File: config.mk
export PLATFORM = sky130hd
export DESIGN_NAME = fi_bit_injector
export DESIGN_NICKNAME = d
export VERILOG_FILES = /design/src/rtl/fi_pkg.sv /design/src/rtl/fi_arm_trigger.sv /design/src/rtl/fi_round_gate.sv /design/src/rtl/fi_load_hold.sv /design/src/rtl/fi_bit_payload.sv /design/src/rtl/fi_bit_injector.sv
export SDC_FILE = /design/constraint.sdc
export NUM_CORES = 1
export LEC_CHECK = 0
export BUFFER_PORTS_ARGS = -buffer_cell sky130_fd_sc_hd__buf_2
export CORE_AREA = 2 2 58 60
export CTS_BUF_LIST = sky130_fd_sc_hd__clkbuf_4
export DETAILED_ROUTE_END_ITERATION = 10
export DIE_AREA = 0 0 60 62
export PLACE_DENSITY = 0.84
export RECOVER_POWER = 50
export SYNTH_ARGS = -nofsm -noshare
export SYNTH_HDL_FRONTEND = slang
export SYNTH_HIERARCHICAL = 1
export SYNTH_SLANG_ARGS = --single-unit
File: constraint.sdc
create_clock -name clk_i -period 1.12 [get_ports clk_i]
set_input_delay 0.112 -clock clk_i [delete_from_list [all_inputs] [get_ports clk_i]]
set_output_delay 0.112 -clock clk_i [all_outputs]
set_load 0.005 [all_outputs]
File: src/rtl/fi_pkg.sv
package fi_pkg;
  localparam int unsigned DEF_CODE_W    = 12;
  localparam int unsigned DEF_ARM_HI    = 9;
  localparam int unsigned DEF_ARM_LO    = 8;
  localparam int unsigned DEF_ROUND_W   = 6;
  localparam int unsigned DEF_TARGET    = 27;
  localparam int unsigned DEF_STATE_W   = 64;
  localparam int unsigned DEF_FLIP_BIT  = 32;

  function automatic logic pair_hot(input logic hi, input logic lo);
    return hi & lo;
  endfunction
endpackage

File: src/rtl/fi_arm_trigger.sv
module fi_arm_trigger #(
  parameter int unsigned CODE_W = fi_pkg::DEF_CODE_W,
  parameter int unsigned ARM_HI = fi_pkg::DEF_ARM_HI,
  parameter int unsigned ARM_LO = fi_pkg::DEF_ARM_LO
) (
  input  logic              clk_i,
  input  logic              rst_ni,
  input  logic              clear_i,
  input  logic [CODE_W-1:0] code_i,
  output logic              armed_o
);
  logic hot;
  logic hot_q;
  logic armed_q;

  assign hot = fi_pkg::pair_hot(code_i[ARM_HI], code_i[ARM_LO]);

  // edge sampler keeps running through clear so a held-high code cannot re-arm
  always_ff @(posedge clk_i or negedge rst_ni) begin
    if (!rst_ni) begin
      hot_q   <= 1'b0;
      armed_q <= 1'b0;
    end else begin
      hot_q <= hot;
      if (clear_i)            armed_q <= 1'b0;
      else if (hot && !hot_q) armed_q <= 1'b1;
    end
  end

  assign armed_o = armed_q;

  AST_ARM_STICKY: assert property (@(posedge clk_i) disable iff (!rst_ni)
    (armed_q && !clear_i) |=> armed_q);
  AST_ARM_ON_EDGE: assert property (@(posedge clk_i) disable iff (!rst_ni)
    $rose(armed_q) |-> ($past(hot) && !$past(hot_q)));
  AST_ARM_CLEAR: assert property (@(posedge clk_i) disable iff (!rst_ni)
    clear_i |=> !armed_q);
endmodule

File: src/rtl/fi_round_gate.sv
module fi_round_gate #(
  parameter int unsigned ROUND_W = fi_pkg::DEF_ROUND_W,
  parameter int unsigned TARGET  = fi_pkg::DEF_TARGET
) (
  input  logic [ROUND_W-1:0] round_i,
  input  logic               armed_i,
  input  logic               spent_i,
  output logic               fire_o
);
  localparam logic [ROUND_W-1:0] TGT = ROUND_W'(TARGET);

  logic round_hit;
  assign round_hit = (round_i == TGT);
  assign fire_o    = armed_i & round_hit & ~spent_i;
endmodule

File: src/rtl/fi_load_hold.sv
module fi_load_hold (
  input  logic clk_i,
  input  logic rst_ni,
  input  logic clear_i,
  input  logic fire_i,
  input  logic load_en_i,
  output logic load_en_o,
  output logic spent_o
);
  logic hold_q;

  always_ff @(posedge clk_i or negedge rst_ni) begin
    if (!rst_ni)      hold_q <= 1'b0;
    else if (clear_i) hold_q <= 1'b0;
    else if (fire_i)  hold_q <= 1'b1;
  end

  assign load_en_o = load_en_i & ~hold_q;
  assign spent_o   = hold_q;

  AST_HOLD_AFTER_FIRE: assert property (@(posedge clk_i) disable iff (!rst_ni)
    (fire_i && !clear_i) |=> !load_en_o);
  AST_HOLD_RELEASE: assert property (@(posedge clk_i) disable iff (!rst_ni)
    clear_i |=> (load_en_o == load_en_i));
endmodule

File: src/rtl/fi_bit_payload.sv
module fi_bit_payload #(
  parameter int unsigned STATE_W  = fi_pkg::DEF_STATE_W,
  parameter int unsigned FLIP_BIT = fi_pkg::DEF_FLIP_BIT
) (
  input  logic [STATE_W-1:0] state_i,
  input  logic               fire_i,
  output logic [STATE_W-1:0] state_o
);
  for (genvar g = 0; g < STATE_W; g++) begin : g_bit
    if (g == FLIP_BIT) begin : g_tap
      assign state_o[g] = state_i[g] ^ fire_i;
    end else begin : g_pass
      assign state_o[g] = state_i[g];
    end
  end
endmodule

File: src/rtl/fi_bit_injector.sv
module fi_bit_injector #(
  parameter int unsigned CODE_W   = fi_pkg::DEF_CODE_W,
  parameter int unsigned ARM_HI   = fi_pkg::DEF_ARM_HI,
  parameter int unsigned ARM_LO   = fi_pkg::DEF_ARM_LO,
  parameter int unsigned ROUND_W  = fi_pkg::DEF_ROUND_W,
  parameter int unsigned TARGET   = fi_pkg::DEF_TARGET,
  parameter int unsigned STATE_W  = fi_pkg::DEF_STATE_W,
  parameter int unsigned FLIP_BIT = fi_pkg::DEF_FLIP_BIT
) (
  input  logic               clk_i,
  input  logic               rst_ni,
  input  logic               clear_i,
  input  logic [CODE_W-1:0]  sensor_code_i,
  input  logic [ROUND_W-1:0] round_i,
  input  logic [STATE_W-1:0] state_i,
  input  logic               load_en_i,
  output logic [STATE_W-1:0] state_o,
  output logic               load_en_o
);
  localparam logic [ROUND_W-1:0] TGT = ROUND_W'(TARGET);

  logic armed;
  logic spent;
  logic fire;

  fi_arm_trigger #(.CODE_W(CODE_W), .ARM_HI(ARM_HI), .ARM_LO(ARM_LO)) u_trig (
    .clk_i, .rst_ni, .clear_i, .code_i(sensor_code_i), .armed_o(armed)
  );

  fi_round_gate #(.ROUND_W(ROUND_W), .TARGET(TARGET)) u_gate (
    .round_i, .armed_i(armed), .spent_i(spent), .fire_o(fire)
  );

  fi_load_hold u_hold (
    .clk_i, .rst_ni, .clear_i, .fire_i(fire), .load_en_i, .load_en_o, .spent_o(spent)
  );

  fi_bit_payload #(.STATE_W(STATE_W), .FLIP_BIT(FLIP_BIT)) u_pay (
    .state_i, .fire_i(fire), .state_o
  );

  AST_SINGLE_BIT: assert property (@(posedge clk_i) disable iff (!rst_ni)
    $countones(state_o ^ state_i) <= 1);
  AST_OFF_ROUND_PASS: assert property (@(posedge clk_i) disable iff (!rst_ni)
    (round_i != TGT) |-> (state_o == state_i));
  AST_ONE_SHOT: assert property (@(posedge clk_i) disable iff (!rst_ni)
    ((state_o != state_i) && !clear_i) |=> (state_o == state_i));
  AST_UNARMED_PASS: assert property (@(posedge clk_i) disable iff (!rst_ni)
    !armed |-> ((state_o == state_i) && (load_en_o == load_en_i || spent)));
endmodule

==> results.txt, run 1 <==
final setup margin: -211 ps
Fin. Hold Viols: 0
register area share after synthesis: 12.1%
Post-synth EDFFs: 0
hold path startpoint: clear_i
Async SR Flop Fraction: 100%
Worst path max stage delay: 360 ps
routed wire length: 954 um
overall global routing resource usage: 5.00%
Cell Rows: 21
Critical Path RT: 1010 ps
DRC: 0
synth cell count leaders: 63 x buf_4, 3 x dfrtp_1
nets: 122
pwr dens: 1090 mW/mm2
core area: 0.00318 mm2
yosys warns: 6
Die Y: 62 um
crit path launch: u_hold/spent_o$_DFFE_PN0P_
Slew headroom: 90.8%
FF-to-FF path depth: 5
Max FO, Critical Path: 2
HPWL after detailed placement: 734 um
crit end category: output port
Root Driver: clkbuf_4
final design utilization: 10.7%
first-pass GRT wire length: 1250 um
deepest clock path buffer count: 2
hold path depth: 2
vias in the first global route: 270
setup TNS: -211 ps
hold crit path type: primary input to flip-flop
PortBufs: 14
Avg Cell Area, Syn: 8.15 um2
placed insts: 75
total gr overflow: 0
FF-to-FF End: u_hold/spent_o$_DFFE_PN0P_
Post-Syn Instances: 76
top post-synthesis cells by area: buf_4 76%, dfrtp_1 12%, nand4bb_1 1.8%
Yosys top cell area share: 76.4%
outcome: finished with violations
Reg2Reg Setup Slack: 70 ps
peak supply drop: 0.483 mV
Synth Flop Type: dfrtp_1
FF-to-FF Start: u_hold/spent_o$_DFFE_PN0P_
width of the die: 60 um
dominant cell type by area after synthesis: buf_4
dominant cell by count in the synthesized netlist: buf_4
number of max-slew violations in the final report: 0
CTS H-tree depth: 1
slowest CP cell: dfrtp_1
Leakage: 0.168 nW
Sink Count: 3
largest net degree at the start of global routing: 4
Final Skew: 0.200 ps
TritonCTS buffer count: 3
Place WS: -10.0 ps
final worst path period need: 1330 ps
Total Power: 0.372 mW
Vias/cell: 3.20
DRT Pass-1 Iters: 1
Max Freq: 751 MHz
Routed Antenna Nets: 0
Critical Path, Cell by Cell: nand4bb_1 > nor2_2 > xor2_1 > buf_2
Mapped Area: 619 um2
Antenna Cells: 0
max cap viols: 0
Die ar.: 0.00372 mm2
worst slew pin tran: 138 ps
Post-Layout Cell Count: 81
RSZ-0062 raised after global routing: true
CTS tree: yes
initial antenna violation count: 0
Clock Pin Slew Worst Setup and Hold Paths: 40 ps
Yosys reg bits: 3
Endpoint, Worst Hold: u_trig/armed_o$_DFFE_PN0P_
failing checks: setup timing
worst skew pair latency: 230 ps
Placer Congestion: 0.535
initial DRC count: 0
Starting Density: 19.5%
Area Overhead vs Synth: -44.8%
Syn Nets: 162
CP arrival: 1220 ps
crit start category: flip-flop
share of cells above drive strength 1: 65.7%
Placed Area: 289 um2
library cells used by synthesis: 12
DR WL/cell: 11.8 um
total number of vias: 259
design area: 342 um2
I/O pin cnt: 151
Setup Viol. Count Final: 1
Hold WS: 34.6 ps
critical path class: flip-flop to output port
fin crit share: 119%
registers in the layout (all words and copies together) (netlist names):
| signal | flops |
|---|---|
| u_hold/spent_o | 1 |
| u_trig/armed_o | 1 |
| u_trig/hot_q | 1 |
where the power goes:
part / internal, mW / total (mW) / leakage [nW] / switching, mW
sequential: 0.113 / 0.115 / 0.0401 / 0.00172
clock: 0.158 / 0.216 / 0.0184 / 0.0583
combinational: 0.0271 / 0.0411 / 0.109 / 0.0140
cell usage in the layout (no fill, tap or decap):
cell           Yosys  layout
buf_4             63       3
a21oi_1            1       1
xor2_1             1       1
nor2b_2            0       1
nand4b_1           1       1
nand3b_1           1       1
o21ba_1            1       1
dfrtp_1            3       3
dlygate4sd3_1      0       1
nor2_2             0       1
and2_1             1       1
buf_2              0      14
nand4bb_1          1       1
inv_1              1       1
clkbuf_4           0       4
cells by family (layout without fill, tap and decap cells):
logic type      count (synthesis)  after routing  synth area share, %
xor+xnor                        1              1                 1.41
buf+inv                        64             23                 77.0
compound gates                  2              2                 2.42
simple gates                    6              6                 7.07
flops                           3              3                 12.1
worst max-delay path by stage:
stage | endpoint | cells after the start
floorplan | state_o[32] | 3
global placement | state_o[32] | 4
detailed placement | state_o[32] | 4
CTS | state_o[32] | 4
global route | state_o[32] | 4
finish | state_o[32] | 4
critical path, delay by kind of cell, from the launching register on:
family        cells  cell delay (ps)
buf+inv           1              140
simple gates      2              320
xor+xnor          1              170
flops             1              360
timing repair:
action                                 CTS  global route
resized for setup                        1             1
cloned                                   0             0
endpoints found under the hold margin    3             0
pin swaps                                1             0
hold buffers                             1             0
setup endpoints to repair                1             2
setup buffers                            1             0
per-layer routing:
layer	GRT usage (%)	routed length, um	vias to the layer above	part of all wire, %
met5	0	0	-	0
met4	14.0	161	0	17
met3	5.59	272	28	29
met2	4.04	337	48	35
met1	2.36	183	95	19
li1	-	-	88	-
area by class of cell:
cell class                 instances  area, um2
clock buffer                       4       30.0
fill                             371       2840
inverter                           1       3.75
multi-input combinational          9       72.6
sequential                         3       75.1
tap                               46       57.6
timing repair buffer              18        103
No activity file was read; power rests on OpenSTA's default activity.
==> inputs of run 2 (changes only) <==
--- a/config.mk
+++ b/config.mk
@@ -6,11 +6,14 @@
 export NUM_CORES = 1
 export LEC_CHECK = 0
 export BUFFER_PORTS_ARGS = -buffer_cell sky130_fd_sc_hd__buf_2
-export CORE_AREA = 2 2 58 60
+export CELL_PAD_IN_SITES_DETAIL_PLACEMENT = 0
+export CELL_PAD_IN_SITES_GLOBAL_PLACEMENT = 1
+export CORE_MARGIN = 2
+export CORE_UTILIZATION = 11
 export CTS_BUF_LIST = sky130_fd_sc_hd__clkbuf_4
 export DETAILED_ROUTE_END_ITERATION = 10
-export DIE_AREA = 0 0 60 62
-export PLACE_DENSITY = 0.84
+export GPL_ROUTABILITY_DRIVEN = 0
+export PLACE_DENSITY = 0.87
 export RECOVER_POWER = 50
 export SYNTH_ARGS = -nofsm -noshare
 export SYNTH_HDL_FRONTEND = slang
==> run 2 against run 1 <==
  * First-iteration DRC count unchanged
  * Via count fell by 7.3%
  * Sequential cell count did not move
  * Wire length is 18% lower
  * Clock skew about the same
  * Sequential power barely moved
  * Critical path depth unchanged
  * The run still ends with setup timing left
  * Largest cell class unchanged
  * Hold slack better by 17 ps
  * Clock power about the same
==> results.txt, run 2 (synthesis gave the netlist of run 1 again) <==
most common cell after layout, fill and taps aside: buf_2
overall global routing resource usage: 2.55% (-2.5 points)
pwr dens: 998 mW/mm2 (-8.3%)
Sink Count: 3 (unchanged)
Clock Pin Slew Worst Setup and Hold Paths: 40 ps (about the same)
Final Skew: 0.304 ps (+0.104 ps)
Hold WS: 51.4 ps (+16.8 ps)
clock share of power: 57.5% (-0.6 points)
final design utilization: 6.90% (-3.8 points)
DR WL/cell: 7.32 um (-38%)
Routed Antenna Nets: 0 (unchanged)
Slew headroom: 91.9% (+1.1 points)
Fin. Hold Viols: 0 (unchanged)
CP arrival: 1210 ps (about the same)
routed wire length: 783 um (-18%)
number of max-slew violations in the final report: 0 (unchanged)
Max FO, Critical Path: 2 (unchanged)
I/O pin cnt: 151 (unchanged)
Die ar.: 0.00625 mm2 (+68%)
width of the die: 79.0 um (+32%)
Vias/cell: 2.24 (-30%)
failing checks: setup timing
deepest clock path buffer count: 2 (unchanged)
Die Y: 79.0 um (+27%)
Antenna Cells: 0 (unchanged)
switching pwr: 0.0763 mW (+3.2%)
nets: 122 (unchanged)
largest net degree at the start of global routing: 4 (unchanged)
max cap viols: 0 (unchanged)
worst skew pair latency: 230 ps (about the same)
outcome: finished with violations
Starting Density: 11.3% (-8.2 points)
total gr overflow: 0 (unchanged)
Root Driver: clkbuf_4
CTS H-tree depth: 1 (unchanged)
DRT Pass-1 Iters: 1 (unchanged)
Sw Ratio: 20.2% (+0.35 points)
Max Freq: 758 MHz (+0.91%)
share of cells above drive strength 1: 65.7% (unchanged)
critical path class: flip-flop to output port
HPWL after detailed placement: 590 um (-20%)
first-pass GRT wire length: 1190 um (-4.4%)
initial antenna violation count: 0 (unchanged)
peak supply drop: 0.492 mV (+1.8%)
Area Overhead vs Synth: -39.0%
PortBufs: 14 (unchanged)
Place WS: 1.49 ps (+11.5 ps)
Total Power: 0.377 mW (+1.4%)
Critical Path RT: 1010 ps (about the same)
Reg power frac: 30.4% (-0.5 points)
most frequent cells in the layout: 14 x buf_2, 4 x clkbuf_4, 3 x buf_4, 3 x dfrtp_1
Cell Rows: 27 (+29%)
Setup Viol. Count Final: 1 (unchanged)
Comb power frac: 12.0% (+1.0 points)
Placed Area: 322 um2 (+11%)
final setup margin: -199 ps (+12.0 ps)
initial DRC count: 0 (unchanged)
vias in the first global route: 276 (+2.2%)
worst slew pin tran: 121 ps (-16.9 ps)
design area: 378 um2 (+11%)
fin crit share: 118% (-1.1 points)
RSZ-0062 raised after global routing: true
DRC: 0 (unchanged)
Leakage: 0.158 nW (-5.9%)
final worst path period need: 1320 ps (-12.0 ps)
crit end category: output port
TritonCTS buffer count: 3 (unchanged)
Power Internal: 0.301 mW (+0.94%)
total number of vias: 240 (-7.3%)
CTS tree: yes
hold crit path type: primary input to flip-flop
core area: 0.00547 mm2 (+72%)
crit start category: flip-flop
-- run 2: cell counts in the layout (fill, tap and decap cells not counted) --
No cell type changed its count.
-- run 2: area by class of cell --
type                            instances  area, um2
Sequential cell                         3       75.1
Clock buffer                            4       30.0
Fill cell                             652       5090
Multi-Input combinational cell          9       76.3
Inverter                                1       3.75
Timing Repair Buffer                   18        103
Tap cell                               72       90.1
-- run 2: final timing paths --
path | startpoint | to | slack, ps | depth (start not counted)
max | u_hold/spent_o$_DFFE_PN0P_ | state_o[32] | -200 | 4
min | clear_i | u_trig/armed_o$_DFFE_PN0P_ | 50 | 2
max reg2reg | u_hold/spent_o$_DFFE_PN0P_ | u_hold/spent_o$_DFFE_PN0P_ | 140 | 4
min reg2reg | u_trig/hot_q$_DFF_PN0_ | u_trig/armed_o$_DFFE_PN0P_ | 500 | 2
max in group asynchronous | rst_ni | u_trig/hot_q$_DFF_PN0_ | 800 | 2
min in group asynchronous | rst_ni | u_hold/spent_o$_DFFE_PN0P_ | 210 | 2
-- run 2: routing by layer --
layer | wire length, um | GRT usage, % | vias to the layer above
met5 | 0 | 0 | -
met4 | 97 | 3.97 | 0
met3 | 188 | 3.18 | 26
met2 | 253 | 2.29 | 28
met1 | 244 | 2.00 | 98
li1 | - | - | 88
-- run 2: what timing repair did --
item	CTS	global route
hold buffers	1	0
endpoints found under the setup margin	1	3
gates resized for setup	1	1
cloned	0	0
endpoints found under the hold margin	3	0
setup buffers	1	3
pin swaps	1	0
-- run 2: worst max-delay path, cell delays in order (launching register included) --
cell and delay, ps:
dfrtp_1 360, nand4bb_1 190, nor2_2 130, xor2_1 150, buf_2 130
-- run 2: through the flow --
stage                     setup TNS, ps  std cells
after floorplan                       0         76
after global placement                0        101
after detailed placement              0        101
after CTS                          -217        107
after global routing               -279        107
final                              -199        107
-- run 2: power by group through the flow --
stage | sequential [mW] | clock, mW | combinational, mW
4_1_cts | 0.115 | 0.226 | 0.0420
3_3_place_gp | 0.116 | 0 | 0.0373
3_5_place_dp | 0.116 | 0 | 0.0386
6_report | 0.115 | 0.217 | 0.0454
2_1_floorplan | 0.116 | 0 | 0.193
5_1_grt | 0.115 | 0.241 | 0.0504
==> inputs of run 3 (changes only) <==
==> constraint.sdc (replaced) <==
create_clock -name clk_i -period 1.12 [get_ports clk_i]
set_input_delay 0.224 -clock clk_i [delete_from_list [all_inputs] [get_ports clk_i]]
set_output_delay 0.224 -clock clk_i [all_outputs]
set_load 0.005 [all_outputs]
==> run 3 against run 2 <==
  * The run still ends with setup timing left
  * Utilization is 0.21 points higher
  * Maximum frequency is 9.1% lower
  * Register-to-register slack worse by 30 ps
  * Via count is 1.3% higher
  * Count of clock-buffer cells in the layout stayed put
  * Sequential cell count stayed put
  * Clock skew hardly changed
  * Global-route usage stayed put
  * Total power hardly changed
  * Critical path type unchanged
  * Largest cell class unchanged
==> results.txt, run 3 (synthesis gave the netlist of run 1 again) <==
outcome: finished with violations
failing checks: setup timing
deepest clock path buffer count: 2 (unchanged)
nets: 123 (+0.82%)
critical path buffer and inverter count: 1 (unchanged)
number of max-slew violations in the final report: 0 (unchanged)
max cap viols: 0 (unchanged)
Area Overhead vs Synth: -37.2%
Die Y: 79.0 um (unchanged)
Max FO, Critical Path: 2 (unchanged)
RSZ-0062 raised after global routing: true
fin crit share: 130% (+12 points)
CP arrival: 1230 ps (+20 ps)
worst skew pair latency: 230 ps (about the same)
Total Power: 0.377 mW (about the same)
initial DRC count: 0 (unchanged)
total number of vias: 243 (+1.3%)
Max Freq: 689 MHz (-9.1%)
CTS tree: yes
Critical Path, Cell by Cell: nand4bb_1 > nor2_2 > xor2_1 > buf_2
Comb power frac: 12.1% (about the same)
core area: 0.00547 mm2 (unchanged)
Power Internal: 0.301 mW (about the same)
critical path class: flip-flop to output port
Final Skew: 0.177 ps (-0.127 ps)
crit end category: output port
first-pass GRT wire length: 1190 um (unchanged)
peak supply drop: 0.492 mV (about the same)
Fin. Hold Viols: 0 (unchanged)
GR peak layer: met4
Antenna Cells: 0 (unchanged)
TritonCTS buffer count: 3 (unchanged)
initial antenna violation count: 0 (unchanged)
placed insts: 101 (unchanged)
CTS H-tree depth: 1 (unchanged)
Worst path max stage delay: 360 ps (about the same)
Place WS: -111 ps (-112 ps)
design area: 389 um2 (+3.0%)
Leakage: 0.163 nW (+3.4%)
slowest CP cell: dfrtp_1
GR Util met3: 3.18% (unchanged)
share of cells above drive strength 1: 66.7% (+0.95 points)
Vias/cell: 2.25 (+0.31%)
overall global routing resource usage: 2.55% (unchanged)
Post-Layout Cell Count: 108 (+0.93%)
routed wire length: 804 um (+2.7%)
pwr dens: 969 mW/mm2 (-3.0%)
HPWL after detailed placement: 590 um (unchanged)
total gr overflow: 0 (unchanged)
Cell Rows: 27 (unchanged)
Root Driver: clkbuf_4
vias in the first global route: 276 (unchanged)
Sink Count: 3 (unchanged)
Hold WS: 165 ps (+113 ps)
width of the die: 79.0 um (unchanged)
Routed Antenna Nets: 0 (unchanged)
most frequent cells in the layout: 14 x buf_2, 4 x clkbuf_4, 3 x buf_4, 3 x dfrtp_1
DRC: 0 (unchanged)
DR WL/cell: 7.44 um (+1.7%)
I/O pin cnt: 151 (unchanged)
DRT Pass-1 Iters: 1 (unchanged)
Slew headroom: 91.5% (-0.41 points)
Reg power frac: 30.5% (about the same)
cell family with most CP delay: flip-flops
met2 usage: 2.29% (unchanged)
Setup Viol. Count Final: 2 (+1)
Sw Ratio: 20.2% (-0.078 points)
GR Util met1: 2.00% (unchanged)
PortBufs: 14 (unchanged)
worst slew pin tran: 127 ps (+6.35 ps)
hold crit path type: primary input to flip-flop
largest net degree at the start of global routing: 4 (unchanged)
most common cell after layout, fill and taps aside: buf_2
final worst path period need: 1450 ps (+131 ps)
Die ar.: 0.00625 mm2 (unchanged)
Starting Density: 11.3% (unchanged)
Critical Path RT: 900 ps (-110 ps)
final setup margin: -331 ps (-131 ps)
Clock Pin Slew Worst Setup and Hold Paths: 40 ps (about the same)
crit start category: flip-flop
Placed Area: 322 um2 (unchanged)
clock share of power: 57.4% (about the same)
switching pwr: 0.0760 mW (-0.48%)
-- run 3: power groups by stage --
stage               clock network [mW]  registers [mW]  logic [mW]
floorplan                            0           0.116       0.193
global placement                     0           0.116      0.0373
detailed placement                   0           0.116      0.0386
CTS                              0.226           0.115      0.0423
global route                     0.241           0.115      0.0505
finish                           0.216           0.115      0.0457
-- run 3: per-layer routing --
layer,routed length (um),vias up
li1,-,90
met1,248,99
met2,269,28
met3,188,26
met4,97,0
met5,0,-
-- run 3: final timing paths --
kind | from | endpoint | slack (ps) | cells past startpoint
hold reg to reg | u_trig/hot_q$_DFF_PN0_ | u_trig/armed_o$_DFFE_PN0P_ | 500 | 2
setup / recovery | u_hold/spent_o$_DFFE_PN0P_ | state_o[32] | -330 | 4
setup reg to reg | u_hold/spent_o$_DFFE_PN0P_ | u_hold/spent_o$_DFFE_PN0P_ | 110 | 4
max in group asynchronous | rst_ni | u_hold/spent_o$_DFFE_PN0P_ | 690 | 2
hold / removal | clear_i | u_trig/armed_o$_DFFE_PN0P_ | 160 | 2
min in group asynchronous | rst_ni | u_trig/armed_o$_DFFE_PN0P_ | 320 | 2
-- run 3: timing repair --
item                                    4_1_cts  5_1_grt
buffers inserted                              2        2
gates resized for setup                       2        1
hold buffers                                  1        0
pin swaps                                     1        0
endpoints found under the setup margin        2        3
hold endpoints to repair                      3        0
-- run 3: layout make-up --
cell class	instances	area [um2]
Clock buffer	4	30.0
Fill cell	648	5080
Inverter	1	3.75
Multi-Input combinational cell	9	76.3
Sequential cell	3	75.1
Tap cell	72	90.1
Timing Repair Buffer	19	114
-- run 3: stage by stage --
step,util [%],setup TNS (ps)
floorplan,-,0
global placement,5.88,-79.0
finish,7.11,-462
detailed placement,5.88,-111
CTS,7.00,-467
global route,7.11,-608
